## config.mk

```make
export PLATFORM = sky130hd
export DESIGN_NAME = vram_block_dma
export DESIGN_NICKNAME = d
export VERILOG_FILES = /design/src/rtl/vdma_pkg.sv /design/src/rtl/vdma_mover.sv /design/src/rtl/vdma_regs.sv /design/src/rtl/vram_block_dma.sv
export SDC_FILE = /design/constraint.sdc
export NUM_CORES = 1
export LEC_CHECK = 0
export BUFFER_PORTS_ARGS = -buffer_cell sky130_fd_sc_hd__buf_2
export CELL_PAD_IN_SITES_DETAIL_PLACEMENT = 1
export CELL_PAD_IN_SITES_GLOBAL_PLACEMENT = 2
export CORE_MARGIN = 4
export CORE_UTILIZATION = 33
export DETAILED_ROUTE_END_ITERATION = 6
export PLACE_DENSITY = 0.8
export SYNTH_ARGS = -nofsm -noshare
export SYNTH_HDL_FRONTEND = slang
export SYNTH_HIERARCHICAL = 1
export SYNTH_SLANG_ARGS = --single-unit
```

## constraint.sdc

```tcl
create_clock -name clk -period 4.63 [get_ports clk]
set_input_delay 0.6945 -clock clk [delete_from_list [all_inputs] [get_ports clk]]
set_output_delay 0.6945 -clock clk [all_outputs]
set_load 0.01 [all_outputs]
```

## src/rtl/vdma_pkg.sv

```systemverilog
package vdma_pkg;
  localparam int CHUNK_BYTES = 16;
  localparam int LEN_W       = 7;
  localparam int CNT_W       = $clog2((2 ** LEN_W) * CHUNK_BYTES + 1);
  localparam int COST_W      = 16;
  localparam logic [COST_W-1:0] BASE_COST = 16'd460;
  localparam logic [1:0] MODE_HBLANK = 2'b00;

  typedef enum logic [2:0] {
    SEL_SRC_HI = 3'd0,
    SEL_SRC_LO = 3'd1,
    SEL_DST_HI = 3'd2,
    SEL_DST_LO = 3'd3,
    SEL_CTRL   = 3'd4
  } reg_sel_e;

  function automatic logic [15:0] form_src(input logic [7:0] hi, input logic [3:0] lo_nib);
    return {hi, lo_nib, 4'h0};
  endfunction

  function automatic logic [12:0] form_dst(input logic [4:0] hi, input logic [3:0] lo_nib);
    return {hi, lo_nib, 4'h0};
  endfunction

  function automatic logic [CNT_W-1:0] span_bytes(input logic [LEN_W-1:0] len);
    return ({{(CNT_W-LEN_W){1'b0}}, len} + 1'b1) << $clog2(CHUNK_BYTES);
  endfunction

  function automatic logic [COST_W-1:0] bulk_cost(input logic fast, input logic [LEN_W-1:0] len);
    return (BASE_COST >> fast) + {{(COST_W-CNT_W){1'b0}}, span_bytes(len)};
  endfunction
endpackage

```

## src/rtl/vdma_mover.sv

```systemverilog
module vdma_mover
  import vdma_pkg::*;
(
  input  logic             clk,
  input  logic             rst_n,
  input  logic             launch,
  input  logic [CNT_W-1:0] nbytes,
  input  logic [15:0]      src_start,
  input  logic [12:0]      dst_start,
  output logic             mem_rd_en,
  output logic [15:0]      mem_rd_addr,
  input  logic [7:0]       mem_rd_data,
  output logic             mem_wr_en,
  output logic [15:0]      mem_wr_addr,
  output logic [7:0]       mem_wr_data,
  output logic             busy,
  output logic             done,
  output logic [15:0]      end_src,
  output logic [12:0]      end_dst
);
  logic [CNT_W-1:0] issue_left;
  logic [15:0]      src_ptr;
  logic [12:0]      dst_ptr;
  logic             wr_pend;
  logic             issuing;

  assign issuing = (issue_left != '0);

  always_ff @(posedge clk) begin
    if (!rst_n) begin
      issue_left <= '0;
      src_ptr    <= '0;
      dst_ptr    <= '0;
      wr_pend    <= 1'b0;
    end else if (launch) begin
      issue_left <= nbytes;
      src_ptr    <= src_start;
      dst_ptr    <= dst_start;
      wr_pend    <= 1'b0;
    end else begin
      if (issuing) begin
        issue_left <= issue_left - 1'b1;
        src_ptr    <= src_ptr + 16'd1;
      end
      wr_pend <= issuing;
      if (wr_pend) dst_ptr <= dst_ptr + 13'd1;
    end
  end

  assign mem_rd_en   = issuing;
  assign mem_rd_addr = src_ptr;
  assign mem_wr_en   = wr_pend;
  assign mem_wr_addr = {3'b100, dst_ptr};
  assign mem_wr_data = mem_rd_data;
  assign busy        = issuing | wr_pend;
  assign done        = wr_pend & ~issuing;
  assign end_src     = src_ptr;
  assign end_dst     = dst_ptr + 13'd1;

  assert_wr_follows_rd_R3: assert property (@(posedge clk) disable iff (!rst_n)
    mem_rd_en |=> mem_wr_en);
  assert_src_step_R1: assert property (@(posedge clk) disable iff (!rst_n)
    (mem_rd_en && issue_left > 1) |=> (mem_rd_addr == $past(mem_rd_addr) + 16'd1));
  assert_dst_step_R2: assert property (@(posedge clk) disable iff (!rst_n)
    (mem_wr_en && !done) |=> (mem_wr_en && mem_wr_addr[12:0] == $past(mem_wr_addr[12:0]) + 13'd1));
endmodule

```

## src/rtl/vdma_regs.sv

```systemverilog
module vdma_regs
  import vdma_pkg::*;
(
  input  logic        clk,
  input  logic        rst_n,
  input  logic        wr_ok,
  input  logic [2:0]  wr_sel,
  input  logic [7:0]  wr_data,
  input  logic        arm,
  input  logic        cancel,
  input  logic        launch,
  input  logic        launch_chunk,
  input  logic        busy,
  input  logic        done,
  input  logic [15:0] end_src,
  input  logic [12:0] end_dst,
  input  logic [2:0]  rd_sel,
  output logic [15:0] src_addr,
  output logic [12:0] dst_off,
  output logic        armed,
  output logic [7:0]  rd_data
);
  logic [7:0] src_hi_q;
  logic [3:0] src_lo_q;
  logic [4:0] dst_hi_q;
  logic [3:0] dst_lo_q;
  logic [7:0] len_q;
  logic       armed_q;
  logic       chunk_q;

  always_ff @(posedge clk) begin
    if (!rst_n) begin
      src_hi_q <= '0;
      src_lo_q <= '0;
      dst_hi_q <= '0;
      dst_lo_q <= '0;
      len_q    <= 8'hFF;
      armed_q  <= 1'b0;
      chunk_q  <= 1'b0;
    end else begin
      if (launch) chunk_q <= launch_chunk;
      if (wr_ok) begin
        case (wr_sel)
          SEL_SRC_HI: src_hi_q <= wr_data;
          SEL_SRC_LO: src_lo_q <= wr_data[7:4];
          SEL_DST_HI: dst_hi_q <= wr_data[4:0];
          SEL_DST_LO: dst_lo_q <= wr_data[7:4];
          default: ;
        endcase
      end
      if (arm) begin
        len_q   <= {1'b0, wr_data[6:0]};
        armed_q <= 1'b1;
      end else if (cancel) begin
        len_q   <= {1'b0, wr_data[6:0]};
        armed_q <= 1'b0;
      end
      if (done) begin
        src_hi_q <= end_src[15:8];
        src_lo_q <= end_src[7:4];
        dst_hi_q <= end_dst[12:8];
        dst_lo_q <= end_dst[7:4];
        if (chunk_q) begin
          len_q <= len_q - 8'd1;
          if (len_q == 8'd0) armed_q <= 1'b0;
        end else begin
          len_q <= 8'hFF;
        end
      end
    end
  end

  assign src_addr = form_src(src_hi_q, src_lo_q);
  assign dst_off  = form_dst(dst_hi_q, dst_lo_q);
  assign armed    = armed_q;

  always_comb begin
    case (rd_sel)
      SEL_SRC_HI: rd_data = src_hi_q;
      SEL_SRC_LO: rd_data = {src_lo_q, 4'h0};
      SEL_DST_HI: rd_data = {3'b000, dst_hi_q};
      SEL_DST_LO: rd_data = {dst_lo_q, 4'h0};
      SEL_CTRL:   rd_data = len_q;
      default:    rd_data = 8'h00;
    endcase
  end

  assert_bulk_len_ff_R4: assert property (@(posedge clk) disable iff (!rst_n)
    (done && !chunk_q) |=> (len_q == 8'hFF));
  assert_last_chunk_disarms_R9: assert property (@(posedge clk) disable iff (!rst_n)
    (done && chunk_q && len_q == 8'd0) |=> (!armed_q && len_q == 8'hFF));
  assert_busy_hold_R11: assert property (@(posedge clk) disable iff (!rst_n)
    (busy && !done) |=> $stable({src_hi_q, src_lo_q, dst_hi_q, dst_lo_q, len_q, armed_q}));
endmodule

```

## src/rtl/vram_block_dma.sv

```systemverilog
module vram_block_dma
  import vdma_pkg::*;
(
  input  logic        clk,
  input  logic        rst_n,
  input  logic        reg_wr_en,
  input  logic [2:0]  reg_sel,
  input  logic [7:0]  reg_wdata,
  input  logic [2:0]  reg_rd_sel,
  output logic [7:0]  reg_rdata,
  input  logic [1:0]  lcd_mode,
  input  logic        fast_speed,
  output logic        mem_rd_en,
  output logic [15:0] mem_rd_addr,
  input  logic [7:0]  mem_rd_data,
  output logic        mem_wr_en,
  output logic [15:0] mem_wr_addr,
  output logic [7:0]  mem_wr_data,
  output logic        busy,
  output logic [15:0] xfer_cost
);
  logic              busy_w, done_w, armed_w;
  logic              wr_ok, wr_ctrl, arm_w, cancel_w, bulk_w;
  logic              hbl_entry, chunk_w, launch_w;
  logic [1:0]        mode_q;
  logic [15:0]       src_addr, end_src;
  logic [12:0]       dst_off, end_dst;
  logic [CNT_W-1:0]  nbytes;
  logic [COST_W-1:0] cost_q;

  assign wr_ok     = reg_wr_en & ~busy_w;
  assign wr_ctrl   = wr_ok & (reg_sel == SEL_CTRL);
  assign arm_w     = wr_ctrl & reg_wdata[7];
  assign cancel_w  = wr_ctrl & ~reg_wdata[7] & armed_w;
  assign bulk_w    = wr_ctrl & ~reg_wdata[7] & ~armed_w;
  assign hbl_entry = (lcd_mode == MODE_HBLANK) && (mode_q != MODE_HBLANK);
  assign chunk_w   = (arm_w && lcd_mode == MODE_HBLANK) ||
                     (armed_w && hbl_entry && !busy_w && !wr_ctrl);
  assign launch_w  = chunk_w | bulk_w;
  assign nbytes    = chunk_w ? CNT_W'(CHUNK_BYTES) : span_bytes(reg_wdata[LEN_W-1:0]);

  always_ff @(posedge clk) begin
    if (!rst_n) begin
      mode_q <= MODE_HBLANK;
      cost_q <= '0;
    end else begin
      mode_q <= lcd_mode;
      if (chunk_w)     cost_q <= COST_W'(CHUNK_BYTES);
      else if (bulk_w) cost_q <= bulk_cost(fast_speed, reg_wdata[LEN_W-1:0]);
    end
  end

  vdma_regs u_regs (
    .clk(clk), .rst_n(rst_n), .wr_ok(wr_ok), .wr_sel(reg_sel), .wr_data(reg_wdata),
    .arm(arm_w), .cancel(cancel_w), .launch(launch_w), .launch_chunk(chunk_w),
    .busy(busy_w), .done(done_w), .end_src(end_src), .end_dst(end_dst),
    .rd_sel(reg_rd_sel), .src_addr(src_addr), .dst_off(dst_off),
    .armed(armed_w), .rd_data(reg_rdata)
  );

  vdma_mover u_mover (
    .clk(clk), .rst_n(rst_n), .launch(launch_w), .nbytes(nbytes),
    .src_start(src_addr), .dst_start(dst_off),
    .mem_rd_en(mem_rd_en), .mem_rd_addr(mem_rd_addr), .mem_rd_data(mem_rd_data),
    .mem_wr_en(mem_wr_en), .mem_wr_addr(mem_wr_addr), .mem_wr_data(mem_wr_data),
    .busy(busy_w), .done(done_w), .end_src(end_src), .end_dst(end_dst)
  );

  assign busy      = busy_w;
  assign xfer_cost = cost_q;

  assert_no_launch_while_busy_R11: assert property (@(posedge clk) disable iff (!rst_n)
    busy_w |-> !launch_w);
endmodule

```

Word level (Yosys, flattened, before mapping)
Index checks and enable logic that the tools add are counted.
- register bits: 91
- output and inout bits: 67
- word-level logic and storage cells: 105
- $add $sub $neg: 6
- equal/unequal tests: 8
- shift operators: 1
- multiplexer cells: 31
- bitwise logic cells: 14
- reductions and logical operators: 29
- operator list (operator ; count):
    8-bit 2-to-1 mux ; 7
    8-bit one-hot mux with 5 select lines ; 1
    12-bit 2-to-1 mux ; 3
    16-bit 2-to-1 mux ; 2
    13-bit 2-to-1 mux ; 2
    5-bit 2-to-1 mux ; 5
    4-bit 2-to-1 mux ; 6
    2-bit nonzero test ; 9
    16-bit by 1-bit adder with 16-bit output (second input constant) ; 1
    16-bit by 12-bit adder with 16-bit output ; 1
    9-bit by 1-bit right shift with 16-bit output (first input constant) ; 1
    13-bit by 1-bit adder with 13-bit output (second input constant) ; 1
    3-bit by 2-bit equality test with 1-bit output (second input constant) ; 4
    12-bit nonzero test ; 1
    12-bit by 1-bit subtractor with 12-bit output (second input constant) ; 1
    7-bit by 1-bit adder with 8-bit output (second input constant) ; 1
    8-bit logical NOT ; 1
    2-bit AND reduction ; 4
    8-bit by 1-bit subtractor with 8-bit output (second input constant) ; 1
    1-bit bitwise AND ; 7
    3-bit by 1-bit equality test with 1-bit output (second input constant) ; 2
    3-bit equality test (second input constant) ; 2
    3-bit logical NOT ; 2
    1-bit logical AND ; 5
    8 further kinds ; 19

Longest topological paths before layout
Gate-level depths: netlist of run 1.
- depth in word-level cells: 12
- depth in mapped cells: 17
- mapped depth without buffers: 13

Modules after synthesis
Netlist of run 1, hierarchy kept.
- by module, submodules not included (module ; instances ; cells an instance ; area an instance (um^2) ; seq. area each (um^2)):
    vdma_mover ; 1 ; 337 ; 2732.6 ; 840.8
    vdma_regs ; 1 ; 227 ; 1835.5 ; 620.6
    vram_block_dma ; 1 ; 122 ; 963.4 ; 280.3

Least setup slack after synthesis of run 1
OpenSTA, ideal clock, no wires.
- kind: register -> register
- start: register u_mover.issue_left[0]
- end: register u_mover.issue_left[5]
- setup time: 0.074 ns
- arrival: 3.538 ns
- slack: 1.018 ns
- stages on the path, launching flop included: 17
- buffers on the path: 6
- cell sequence: dfxtp_1 inv_1 ha_1 nor4b_2 and4_4 buf_12 buf_4 nand2_1 nand4bb_1 nor4_1 clkbuf_1 or2_2 clkbuf_1 clkinv_1 clkbuf_1 clkbuf_1 a31oi_1
- word-level cells in the longest chain between the ends: 10
- elaborated cells on any way between the ends: 20
- classes of those cells: 1 x add/sub; 3 x mux; 8 x bitwise; 8 x reduce/logical
- RTL lines (element ; RTL line ; text):
    start: declaration ; vdma_mover.sv:21 ; logic [CNT_W-1:0] issue_left;
    start signal: assignment ; vdma_mover.sv:36 ; issue_left <= nbytes;
    start signal: assignment ; vdma_mover.sv:42 ; issue_left <= issue_left - 1'b1;
    12-bit nonzero test * ; vdma_mover.sv:27 ; assign issuing = (issue_left != '0);
    1-bit bitwise OR * ; vdma_mover.sv:55 ; assign busy = issuing | wr_pend;
    named net busy ; vram_block_dma.sv:19 ; output logic busy,
    1-bit NOT ; vram_block_dma.sv:31 ; assign wr_ok = reg_wr_en & ~busy_w;
    1-bit bitwise AND ; vram_block_dma.sv:31 ;
    1-bit bitwise AND ; vram_block_dma.sv:32 ; assign wr_ctrl = wr_ok & (reg_sel == SEL_CTRL);
    1-bit bitwise AND or 1-bit logical NOT (tied branches) ; vram_block_dma.sv:33, vram_block_dma.sv:38 ;
    1-bit logical AND, on equally long branches ; vram_block_dma.sv:37, vram_block_dma.sv:38 ;
    1-bit logical OR ; vram_block_dma.sv:37 ; assign chunk_w = (arm_w && lcd_mode == MODE_HBLANK) ||
    1-bit bitwise OR * ; vram_block_dma.sv:39 ; assign launch_w = chunk_w | bulk_w;
    named net launch_w ; vram_block_dma.sv:24 ; logic hbl_entry, chunk_w, launch_w;
    12-bit 2-to-1 mux or 2-bit nonzero test (tied branches) ; - ;
The timed path passes the listed nets; every way through them passes the cells marked *. The select of a mux whose other input is x is not followed.
A chain may end at the register's enable or synchronous reset.

Worst setup path after layout of run 1
- start: register u_mover.issue_left[0]
- end: register u_mover.src_ptr[8], in the netlist u_mover/end_src[8]
- word-level cells in the longest chain between the ends: 10
- elaborated cells on any way between the ends: 17
- classes of those cells: 1 x mux; 8 x bitwise; 8 x reduce/logical
- RTL lines (element ; RTL line ; text):
    12-bit nonzero test * ; vdma_mover.sv:27 ;
    1-bit bitwise OR * ; vdma_mover.sv:55 ;
    1-bit NOT * ; vram_block_dma.sv:31 ;
    1-bit bitwise AND * ; vram_block_dma.sv:31 ;
    named net wr_ok ; vram_block_dma.sv:23 ; logic wr_ok, wr_ctrl, arm_w, cancel_w, bulk_w;
    1-bit bitwise AND * ; vram_block_dma.sv:32 ;
    1-bit bitwise AND * ; vram_block_dma.sv:33 ; assign arm_w = wr_ctrl & reg_wdata[7];
    named net arm_w ; vram_block_dma.sv:23 ;
    1-bit logical AND * ; vram_block_dma.sv:37 ;
    1-bit logical OR * ; vram_block_dma.sv:37 ;
    1-bit bitwise OR * ; vram_block_dma.sv:39 ;
    named net launch_w ; vram_block_dma.sv:24 ;
    16-bit 2-to-1 mux or 2-bit nonzero test (tied branches) ; - ;
    end signal: assignment ; vdma_mover.sv:37 ; src_ptr <= src_start;
    end signal: assignment ; vdma_mover.sv:43 ; src_ptr <= src_ptr + 16'd1;
    end: declaration ; vdma_mover.sv:22 ; logic [15:0] src_ptr;
The timed path passes the listed nets; every way through them passes the cells marked *.

==> run_results.csv, run 1 <==
group,metric,value,unit
clocking,root_buffer,"clkbuf_16",
placed_design,place_ws,0.802,ns
worst_setup_path,slowest_stage,"and4_4",
worst_setup_path,critical-path-top-delay-family,"simple AND/OR/NAND/NOR gates",
detailed_routing,vias,5049,
placed_design,dp.cells,903,
timing,hold_slack,0.429,ns
finish,antenna_cells,0,
timing,fin_crit_sh,0.839,
detailed_routing,drt-initial-drc-count,236,
pwr,p_leak,2.32,nW
detailed_routing,drtAntennaViolNets,0,
worst_setup_path,max_stage_delay,0.48,ns
die,ios,95,
timing,relSlewSlack,0.424,
timing,period_minus_slack,3.88,ns
finish,final_core_util,0.372,
detailed_routing,route.detailed.drc,0,
pwr,p_switching,1.09,mW
finish,nFillCells,1979,
clocking,cts_max_level,3,
worst_setup_path,cp.arrival,4.09,ns
detailed_routing,avgViaCountPerCell,5.49,
placed_design,io_buffers,71,
timing,timing.setup.tns,0,ns
clocking,cts_hold_repair.buffers,0,
run_status,status,"finished clean",
grt,grt_max_degree,63,
clocking,clk_latency,0.35,ns
worst_setup_path,crit_buf_inv,3,
synthesis,syn_inst,682,
timing,fin_ws,0.746,ns
pwr,peakVddDrop,0.000201,V
placed_design,gp_congestion,0.847,
timing,max_freq,0.257,GHz
grt,grt_first_pass_wirelength,27000,um
synthesis,yosys_warnings,6,
pwr,p_int,1.70,mW
finish,multiInputGateArea,3210,um^2
finish,nNetsFinal,736,
pwr,power_per_cell_area,467,nW/um^2
worst_setup_path,crit_type,"reg -> reg",
clocking,cts_tree,"built",
finish,area_delta_synth_final,8.91,%
worst_setup_path,required,4.83,ns
pwr,p_comb_frac,0.354,
clocking,clockBufferDepth,2,
clocking,cts_inserted_buffers,9,
timing,finalHoldViolations,0,
die,rows,46,
clocking,cts_resized,0,
pwr,seq_power_share,0.385,
die,core,16100,um^2
synthesis,avgSynthCellArea,8.07,um^2
finish,ff_latch_area,1740,um^2
finish,fin_cells,919,
finish,drive_gt1_frac,0.168,
die,die_area,18800,um^2
synthesis,netlist_area,5510,um^2
timing,tightest_slew,0.860,ns
detailed_routing,wirelength,16800,um
grt,gr-total-overflow,0,
die,die_y,137,um
worst_setup_path,crit_fanout,62,
run,max-cap-violations,0,
timing,setup_viol,0,
grt,track_usage,0.185,
grt,grt_pass1_vias,5033,
worst_setup_path,critPathLaunchType,"flip-flop",
grt,antenna_found_initial,0,
clocking,post-cts-setup-buffers,0,
worst_setup_path,worstPathCellList,"inv_1, ha_1, nor4b_2, and4_4, nand2_1, nor2b_1, and3_1, o21a_1, or2_2, clkinv_1, buf_4, o21ai_0, a31oi_1",
pwr,p_clk_frac,0.261,
worst_setup_path,endpoint_kind,"flip-flop",
min_path,hold_path_class,"reg -> reg",
placed_design,dp_hpwl,12400,um
die,start_util,0.342,
clocking,clkTransAtPathRegs,0.07,ns
timing,skew,0.0128,ns
pwr,switching_share,0.391,
detailed_routing,wl_per_cell,18.3,um
detailed_routing,dr.pass1.iters,5,
timing,final_max_slew_viol_count,0,
clocking,cts.sinks,87,
timing,rsz0062_at_grt,"false",
die,die_w,137,um
[layout by cell type, fill, tap and decap left out, types with 5 or more instances in the layout]
master	instances
nor3_1	37
nand2b_1	5
conb_1	19
nor4_1	8
nor2_1	47
and4_1	5
ha_1	10
nand3_1	24
or4_1	10
a211oi_1	23
o21ai_0	69
and2_1	5
nor2b_1	8
buf_2	71
xnor2_1	21
a31oi_1	20
xor2_1	15
clkbuf_16	9
o211a_1	5
nor3b_1	5
or3_1	7
inv_1	20
nand2_1	45
mux2i_1	9
buf_4	5
o31ai_1	7
nand4_1	11
a21oi_1	27
dfxtp_1	87
[layer usage]
metal | vias up | GRT usage | share of wire
met4 | 0 | 0.0654 | 0.017
met3 | 26 | 0.0272 | 0.036
li1 | 2457 | - | -
met1 | 2486 | 0.237 | 0.45
met2 | 80 | 0.314 | 0.49
met5 | - | 0 | 0
[worst reg2reg max path, cell delays in order, from the launching register on]
cell and delay, ns:
dfxtp_1 0.31, inv_1 0.12, ha_1 0.15, nor4b_2 0.29, and4_4 0.48, nand2_1 0.16
nor2b_1 0.29, and3_1 0.30, o21a_1 0.38, or2_2 0.45, clkinv_1 0.12, buf_4 0.32
o21ai_0 0.30, a31oi_1 0.07
[final timing paths]
check | start | to | slack [ns] | cells after the start
worst max-delay path | u_mover/issue_left[0] | u_mover/end_src[8] | 0.75 | 13
worst min-delay path | xfer_cost[12] | xfer_cost[12] | 0.43 | 2
worst max register to register | u_mover/issue_left[0] | u_mover/end_src[8] | 0.75 | 13
worst min register to register | xfer_cost[12] | xfer_cost[12] | 0.43 | 2
[layout make-up]
class	instances	area share
clock buffer	13	0.0451
clock inverter	3	0.00396
inverter	22	0.0150
multi-input combinational	502	0.535
sequential	87	0.290
tap	216	0.0451
timing repair buffer	76	0.0655
[power by group through the flow]
| stage | clock network [mW] | registers (mW) | logic (mW) |
|---|---|---|---|
| 5_1_grt | 0.781 | 1.10 | 1.10 |
| 2_1_floorplan | 0 | 1.03 | 0.817 |
| 4_1_cts | 0.750 | 1.08 | 0.996 |
| 3_5_place_dp | 0 | 1.09 | 0.991 |
| 3_3_place_gp | 0 | 1.09 | 0.951 |
| 6_report | 0.730 | 1.08 | 0.991 |
[per-stage QoR]
| step | power, mW | area, um^2 |
|---|---|---|
| 2_1_floorplan | 1.84 | 5560 |
| 3_3_place_gp | 2.04 | 5700 |
| 3_5_place_dp | 2.09 | 5700 |
| 4_1_cts | 2.82 | 6000 |
| 5_1_grt | 2.98 | 6000 |
| 6_report | 2.80 | 6000 |
[state kept, by name, summed over array words and instances (netlist names), 2 cells and up]
signal and flops:
u_regs/src_lo_q 4, u_regs/src_hi_q 8, mode_q 2, xfer_cost 12
u_mover/issue_left 12, u_regs/dst_hi_q 5, u_regs/dst_lo_q 4, u_mover/end_src 16
u_regs/len_q 8, u_mover/dst_ptr 13
No activity file was read; power rests on OpenSTA's default activity.
==> run 2: changes to the inputs <==
Settings changed: ABC_AREA set to 1, CORE_UTILIZATION 33 to 28, PLACE_DENSITY 0.8 to 0.77.
Clock period 4.63 ns to 3.48 ns, I/O delays scaled along.
==> run 2 against run 1 <==
Net effect: fmax is 26% higher; combinational power is 41% higher; via count is 14% higher.
==> run_results.csv, run 2 <==
group,metric,value,unit
run_status,status,"finished clean",
detailed_routing,vias,5763,
die,die_area,23200,um^2
finish,layout_common_cells,"256 x nand2_1, 108 x inv_1, 87 x dfxtp_1",
grt,grt_first_pass_wirelength,31500,um
synthesis,avgSynthCellArea,6.41,um^2
pwr,peakVddDrop,0.000221,V
clocking,cts_inserted_buffers,9,
timing,tightest_slew,0.923,ns
timing,hold_slack,0.373,ns
worst_setup_path,required,3.68,ns
timing,max_freq,0.325,GHz
grt,track_usage,0.166,
finish,largest_reg_flops,16,
timing,skew,0.00494,ns
run,max-cap-violations,0,
worst_setup_path,worstPathCellList,"inv_1, ha_1, nand3_1, nor2_4, nand3_1, nor2_4, nand4_4, nor2_8, inv_4, nand2_2, inv_2, nand2_1, inv_1, nand3_1, a21oi_1",
worst_setup_path,crit_top_cell,"nand3_1",
detailed_routing,dr.pass1.iters,5,
worst_setup_path,max_stage_delay,0.33,ns
detailed_routing,drtAntennaViolNets,0,
detailed_routing,wirelength,19500,um
finish,stdcell_area,6560,um^2
clocking,cts_tree,"built",
detailed_routing,drt-initial-drc-count,315,
finish,fin_cells,1226,
detailed_routing,route.detailed.drc,0,
worst_setup_path,endpoint_kind,"flip-flop",
clocking,clk_latency,0.35,ns
clocking,cts_max_level,3,
clocking,cts_resized,0,
timing,finalHoldViolations,0,
clocking,post-cts-setup-buffers,0,
grt,gr-total-overflow,0,
worst_setup_path,crit_type,"reg -> reg",
finish,antenna_cells,0,
min_path,hold_path_class,"in -> reg",
placed_design,dp.cells,1210,
placed_design,gp_congestion,0.830,
timing,setup_viol,0,
grt,grt_max_degree,31,
grt,antenna_found_initial,0,
pwr,p_leak,3.00,nW
timing,final_max_slew_viol_count,0,
worst_setup_path,slowest_stage,"dfxtp_1",
placed_design,dp_hpwl,15000,um
timing,relSlewSlack,0.384,
timing,rsz0062_at_grt,"false",
die,die_w,152,um
die,core,20400,um^2
finish,nFillCells,2663,
detailed_routing,avgViaCountPerCell,4.70,
placed_design,io_buffers,71,
finish,area_delta_synth_final,12.4,%
pwr,power_per_cell_area,568,nW/um^2
worst_setup_path,cp.arrival,3.28,ns
synthesis,syn_inst,910,
clocking,clockBufferDepth,2,
die,die_y,152,um
timing,period_minus_slack,3.08,ns
die,ios,95,
clocking,clkTransAtPathRegs,0.06,ns
timing,timing.setup.tns,0,ns
finish,ff_latch_area,1740,um^2
finish,layout_commonest_cell,"nand2_1",
placed_design,place_area,6230,um^2
grt,grt_pass1_vias,5798,
synthesis,netlist_area,5830,um^2
clocking,cts_hold_repair.buffers,0,
die,rows,52,
timing,fin_crit_sh,0.885,
synthesis,yosys_warnings,6,
clocking,cts.sinks,87,
finish,drive_gt1_frac,0.142,
finish,multiInputGateArea,3300,um^2
detailed_routing,wl_per_cell,15.9,um
die,start_util,0.286,
worst_setup_path,crit_fanout,19,
worst_setup_path,critPathLaunchType,"flip-flop",
finish,nNetsFinal,989,
clocking,root_buffer,"clkbuf_16",
## run 2: cell types whose count changed in the layout (fill, tap and decap cells not counted), sizes merged, moves of 28 or more
| cell | change |
|---|---|
| inv | +91 |
| nand2 | +217 |
| nand3 | +61 |
| nor2 | +53 |
| nor3 | -28 |
| o21ai | -36 |
## run 2: layout make-up
cell class / count / share of cell area
multi-input combinational: 661 / 0.503
sequential: 87 / 0.266
timing repair buffer: 79 / 0.0653
inverter: 113 / 0.0651
tap: 270 / 0.0515
clock buffer: 13 / 0.0397
clock inverter: 3 / 0.00992
## run 2: final timing paths
kind | slack, ns | from | endpoint | cells past startpoint
worst min-delay path | 0.37 | lcd_mode[0] | mode_q[0] | 3
worst max-delay path | 0.40 | u_mover/issue_left[0] | u_mover/dst_ptr[12] | 15
worst max register to register | 0.40 | u_mover/issue_left[0] | u_mover/dst_ptr[12] | 15
worst min register to register | 0.47 | xfer_cost[12] | xfer_cost[12] | 2
## run 2: per-stage QoR
stage / util / worst slack, ns / total power, mW
finish: 0.322 / 0.400 / 3.72
global route: 0.322 / 0.0630 / 4.02
CTS: 0.322 / 0.246 / 3.77
detailed placement: 0.306 / 0.262 / 2.67
global placement: 0.306 / 0.401 / 2.66
floorplan: - / 0.774 / 2.31
## run 2: critical path, delay by kind of cell, from the launching register on
family	cells	cell delay (ns)
simple gates	9	1.73
buf+inv	4	0.59
flops	1	0.33
fa+ha+maj	1	0.20
compound gates	1	0.07
## run 2: per-layer routing
| layer | vias to the layer above | GRT usage | share of wire |
|---|---|---|---|
| met4 | 0 | 0.0415 | 0.011 |
| met1 | 2709 | 0.239 | 0.51 |
| met5 | - | 0 | 0 |
| li1 | 2962 | - | - |
| met2 | 78 | 0.264 | 0.45 |
| met3 | 14 | 0.0219 | 0.027 |
## run 2: report_power, final
| part | total [mW] | internal, mW | switching [mW] | leakage, nW |
|---|---|---|---|---|
| clock | 1.08 | 0.669 | 0.416 | 0.160 |
| sequential | 1.24 | 1.11 | 0.121 | 0.706 |
| combinational | 1.40 | 0.425 | 0.978 | 2.13 |
| total | 3.72 | 2.21 | 1.51 | 3.00 |
